$ cat src/rtl/prot_pkg.sv
package prot_pkg;
  localparam int unsigned PC_ADDR_W   = 32;
  localparam int unsigned PC_REGIONS  = 8;
  localparam int unsigned PC_MIN_LOG2 = 5;

  typedef struct packed {
    logic wr_ok;
    logic usr_ok;
  } pc_perm_t;
endpackage

$ cat src/rtl/pc_region_slot.sv
module pc_region_slot
  import prot_pkg::*;
#(
  parameter int unsigned ADDR_W   = 32,
  parameter int unsigned LOG2_W   = 6,
  parameter int unsigned MIN_LOG2 = 5,
  parameter int unsigned IDX_W    = 3,
  parameter int unsigned SLOT     = 0
) (
  input  logic              clk,
  input  logic              rst_n,
  input  logic              cfg_we,
  input  logic              cfg_ok,
  input  logic [IDX_W-1:0]  cfg_idx,
  input  logic [ADDR_W-1:0] cfg_base,
  input  logic [LOG2_W-1:0] cfg_log2,
  input  logic              cfg_en,
  input  pc_perm_t          cfg_perm,
  input  logic [ADDR_W-1:0] acc_addr,
  output logic              hit,
  output pc_perm_t          perm
);
  logic [ADDR_W-1:0] base_q, base_d;
  logic [LOG2_W-1:0] log2_q, log2_d;
  logic              en_q, en_d;
  pc_perm_t          perm_q, perm_d;
  logic              sel, load;
  logic [ADDR_W-1:0] keep_mask;

  assign sel  = (cfg_idx == IDX_W'(SLOT));
  assign load = cfg_we && cfg_ok && sel;

  always_comb begin
    base_d = base_q;
    log2_d = log2_q;
    en_d   = en_q;
    perm_d = perm_q;
    if (load) begin
      base_d = cfg_base;
      log2_d = cfg_log2;
      en_d   = cfg_en;
      perm_d = cfg_perm;
    end
  end

  always_ff @(posedge clk or negedge rst_n) begin
    if (!rst_n) begin
      base_q <= '0;
      log2_q <= LOG2_W'(MIN_LOG2);
      en_q   <= 1'b0;
      perm_q <= '0;
    end else if (load) begin
      base_q <= base_d;
      log2_q <= log2_d;
      en_q   <= en_d;
      perm_q <= perm_d;
    end
  end

  // address bits at or above the size code take part in the compare
  always_comb begin
    for (int b = 0; b < ADDR_W; b++) begin
      keep_mask[b] = (b >= int'(log2_q));
    end
  end

  assign hit  = en_q && (((acc_addr ^ base_q) & keep_mask) == '0);
  assign perm = perm_q;

  p_size_legal_r2: assert property (@(posedge clk) disable iff (!rst_n)
    (int'(log2_q) >= int'(MIN_LOG2)) && (int'(log2_q) <= int'(ADDR_W)));

  p_refused_write_r2: assert property (@(posedge clk) disable iff (!rst_n)
    (cfg_we && sel && !cfg_ok) |=> ($stable(base_q) && $stable(log2_q) && $stable(en_q) && $stable(perm_q)));

  p_base_aligned_r3: assert property (@(posedge clk) disable iff (!rst_n)
    (base_q & ~keep_mask) == '0);

  p_disabled_silent_r5: assert property (@(posedge clk) disable iff (!rst_n)
    !en_q |-> !hit);
endmodule

$ cat config.mk
export PLATFORM = sky130hd
export DESIGN_NAME = pc_region_slot
export DESIGN_NICKNAME = d
export VERILOG_FILES = /design/src/rtl/prot_pkg.sv /design/src/rtl/pc_region_slot.sv
export SDC_FILE = /design/constraint.sdc
export NUM_CORES = 1
export LEC_CHECK = 0
export BUFFER_PORTS_ARGS = -buffer_cell sky130_fd_sc_hd__clkbuf_2
export CAP_MARGIN = 20
export CELL_PAD_IN_SITES_DETAIL_PLACEMENT = 2
export CELL_PAD_IN_SITES_GLOBAL_PLACEMENT = 2
export CORE_MARGIN = 5
export CORE_UTILIZATION = 30
export DETAILED_ROUTE_END_ITERATION = 8
export HOLD_SLACK_MARGIN = 0.03
export PLACE_DENSITY = 0.88
export SYNTH_ARGS = -nofsm -noshare
export SYNTH_HDL_FRONTEND = slang
export SYNTH_SLANG_ARGS = --single-unit
$ cat constraint.sdc
create_clock -name clk -period 3 [get_ports clk]
set_input_delay 0.45 -clock clk [delete_from_list [all_inputs] [get_ports clk]]
set_output_delay 0.45 -clock clk [all_outputs]
set_load 0.005 [all_outputs]
After elaboration in Yosys (flattened, before gate mapping)
Cells that the tools add are included.

word-level totals
  register bits = 41
  input port bits = 80
  output and inout port bits = 3
  logic and storage cells = 44

cells by class
  $lt $le $gt $ge = 32
  bitwise operators = 2
  reduce and logical (&&, ||, !) cells = 5

operators by type and width
  operator                                                           number
  greater-or-equal comparator 5 x 6 -> 1 bit (first input constant)  16
  greater-or-equal comparator 4 x 6 -> 1 bit (first input constant)  8
  AND 32 bit                                                         1
  logical NOT 32 bit                                                 1
  XOR 32 bit                                                         1
  greater-or-equal comparator 3 x 6 -> 1 bit (first input constant)  4
  greater-or-equal comparator 1 x 6 -> 1 bit (first input constant)  2
  greater-or-equal comparator 2 x 6 -> 1 bit (first input constant)  2
  logical AND 1 bit                                                  3
  logical NOT 3 bit                                                  1

Depth between registers and ports, before layout
  depth in word-level cells = 4
  depth in mapped cells = 7
  mapped depth without buffers = 6

Worst setup path after synthesis
OpenSTA, ideal clock, no wires.

  kind = flip-flop to output port
  start point = reg log2_q[0]
  end point = out hit
  data arrival time = 1.945 ns
  data required time = 2.550 ns
  setup slack = 0.605 ns
  stages on the path, launching flop included = 7
  path buffers = 1
  cells stage by stage = dfstp_2 buf_4 nor2_2 maj3_2 o221a_1 or4_4 nor4b_2

on the way
  word-level cells in the longest chain between the ends = 4
  elaborated cells between the ends (all ways) = 35
  classes of those cells = order compare (32); bitwise (1); reduce/logical (2)

RTL lines
  element                                                                   RTL line              text
  from (decl)                                                               pc_region_slot.sv:24  logic [LOG2_W-1:0] log2_q, log2_d;
  from (signal assigned)                                                    pc_region_slot.sv:49  log2_q <= LOG2_W'(MIN_LOG2);
  from (signal assigned)                                                    pc_region_slot.sv:54  log2_q <= log2_d;
  greater-or-equal comparator 1 x 6 -> 1 bit, or another cell as far along  pc_region_slot.sv:63  keep_mask[b] = (b >= int'(log2_q));
  AND 32 bit *                                                              pc_region_slot.sv:67  assign hit = en_q && (((acc_addr ^ base_q) & keep_mask) == '0);
  logical NOT 32 bit *                                                      pc_region_slot.sv:67
  logical AND 1 bit *                                                       pc_region_slot.sv:67
  to (decl)                                                                 pc_region_slot.sv:20  output logic hit,

Mark *: on every way between the ends. The rest lies on a longest branch, timed or not.

Worst setup path in the final report
Same ends and word-level chain as after synthesis.

==> results.ini <==
[outcome]
status=completed

[pwr]
cellPowerDensity_mw_per_mm2=600
peakVddDrop_mv=0.246
p_leak_nw=1.32

[timing]
rsz0062_at_grt=false
fin_tns_setup_ns=0
timing.fmax_mhz=348
maxSlewViolCount=0
worstMarginPinSlew_ns=0.989
fin_crit_sh=0.958
setup_viol=0
hold_viol_final=0
slew_headroom=0.340
fin_crit_ns=2.87
skew_ns=0

[floorplanning]
core_mm2=0.00721
rows=31
start_util=0.306
die_h_um=95.8
ios=83
dieWidth_um=95.8
dieArea_mm2=0.00919

[critical_path]
crit_arrival_ns=2.42
critPathKind=reg2out
reg2reg_from=log2_q[0]
worstPathMaxFanout=6
reg2reg_depth=3
reg2reg_to=log2_q[0]
worstSetupEndpointType=output port
worstPathRequired_ns=2.55
crit_path_start_kind=register
reg2reg_slack_ns=1.96

[finish]
syn_to_final_growth_pct=28.7
layout-drive-gt1-share=0.511
fill_cells=817
final_common_cell=clkbuf_2
seqCellArea_mm2=0.00103
antennaDiodeCount=0
design_area_mm2=0.00285
num-nets-final=357
mostFrequentLayoutCells=81 x clkbuf_2, 41 x mux2_2, 37 x dfrtp_1, 21 x xnor2_1, 13 x o21ai_0
multi_input_area_mm2=0.00112

[synth]
syn_avg_cell_area_um2=11.5
syn_area_mm2=0.00221
synthTopCellsByArea=dfrtp_1 44%, mux2_2 21%, xnor2_1 8.3%
ys_seq_elements=41
synth_cell_types=33
ys_warn_count=0
ys_seq_area_frac=0.465
postSynthCellCount=193
synth_top_area_cell=dfrtp_1
yosys.area.top_type_share=0.441
synth_fp_nets=273

[clock_network]
clock_sinks=41
clk_pin_slew_worst_paths_ns=0.08
cts_made_buffers=5
tritoncts=yes
cts_buffer_depth=2
cts_max_level=2
insertion_delay_ns=0.29
clockRootBuffer=clkbuf_8

[global_routing]
antenna_found_initial=0
grt_max_degree=42
grt_pass1_vias=2012
grt.total_usage=0.141
gr-total-overflow=0
grt_pass1_wl_um=9820

[place]
dp_hpwl_um=4740
io_buffer_count=82
dpl-instance-area_mm2=0.00269
place.gp.congestion=0.817

[route]
vias=1779
route.detailed.drc=0
viasPerCell=4.72
wl_per_cell_um=16.2
wl_um=6120
ant_nets=0
drt-pass1-iter-count=4
first_iter_violations=65

[worst_hold_path]
min_from=cfg_base[1]
worstHoldEndpoint=base_q[1]
hp-class=in2reg
min_delay_path_depth=2

[flow_run]
drv_cap=0

==> stage by stage <==
stage                     power (W)  setup WS [ns]   util  cells  hold slack [ns]
after floorplan             0.00117          0.605      -    193            0.154
after global placement      0.00131          0.392  0.373    363            0.485
after detailed placement    0.00135          0.323  0.373    363            0.498
after CTS                   0.00172         0.0367  0.386    372            0.365
after global routing        0.00185        0.00550  0.394    377            0.370
final                       0.00171          0.126  0.394    377            0.389
==> cell usage after synthesis <==
cell and instances:
clkbuf_1 2, a21oi_1 11, dfrtp_1 39, o41ai_1 1
nand2_1 9, and2_0 1, nor2_1 3, a31oi_1 4
and2_1 1, a211oi_1 3, xor2_1 11, nor4b_2 1
o22ai_1 1, nor3_1 2, nand3_1 3, a222oi_1 1
o221a_1 1, xnor2_1 21, buf_1 4, mux2_2 41
or4_1 2, nor4_1 1, a41oi_1 1, dfstp_2 2
nand2b_1 1, buf_4 2, o21ai_0 13, nand4_1 1
inv_1 4, nor2_2 1, buf_2 3, or4_4 1
maj3_2 1
==> where the power goes <==
part | switching (W) | leakage (nW) | total [W] | internal, W
Clock | 0.000181 | 0.0395 | 0.000347 | 0.000165
Sequential | 0.000120 | 0.497 | 0.000807 | 0.000687
Combinational | 0.000250 | 0.782 | 0.000553 | 0.000303
Total | 0.000551 | 1.32 | 0.00171 | 0.00116
==> cell families after synthesis <==
family	Yosys count	share of synthesized area
AOI/OAI and AO/OA	36	0.0962
xor gates and xnor gates	32	0.127
adders and majority gates	1	0.00509
buffers and inverters	15	0.0306
DFF	41	0.465
muxes	41	0.209
and+or+nand+nor	27	0.0673
==> area by class of cell <==
cell class                 instances  share of cell area
clock buffer                       8              0.0281
inverter                           4             0.00528
multi-input combinational        137               0.395
sequential                        41               0.362
tap                               99              0.0435
timing repair buffer              88               0.165
==> repair_timing <==
action / 4_1_cts / 5_1_grt
hold endpoints to repair: 0 / 6
buffers inserted: 1 / 3
hold buffers: 0 / 1
setup endpoints to repair: 1 / 1
gates resized for setup: 0 / 4
==> worst max-delay path, cell delays in order (launching register included) <==
cell and delay (ns):
dfstp_2 0.60, nor2_2 0.07, maj3_2 0.29, o221a_1 0.23, or4_4 0.53, nor4b_4 0.25, buf_2 0.16
==> worst max path at each step <==
stage | start | to | slack (ns) | cells past startpoint
floorplan | log2_q[0] | hit | 0.61 | 6
global placement | acc_addr[28] | hit | 0.39 | 7
detailed placement | log2_q[2] | hit | 0.32 | 6
CTS | log2_q[0] | hit | 0.04 | 6
global route | log2_q[0] | hit | 0.005 | 6
finish | log2_q[0] | hit | 0.13 | 6
==> routing by layer <==
layer / wire (µm) / up-vias / part of all wire / track usage
met2: 3090 / 52 / 0.50 / 0.240
met1: 2610 / 875 / 0.43 / 0.174
li1: - / 845 / - / -
met3: 334 / 7 / 0.055 / 0.0352
met5: 0 / - / 0 / 0
met4: 91 / 0 / 0.015 / 0.0474
==> state kept, by name, summed over array words and instances, names as in the netlist <==
signal,flops
base_q,32
en_q,1
log2_q,6
perm,2
(Power assumes the default switching activity.)
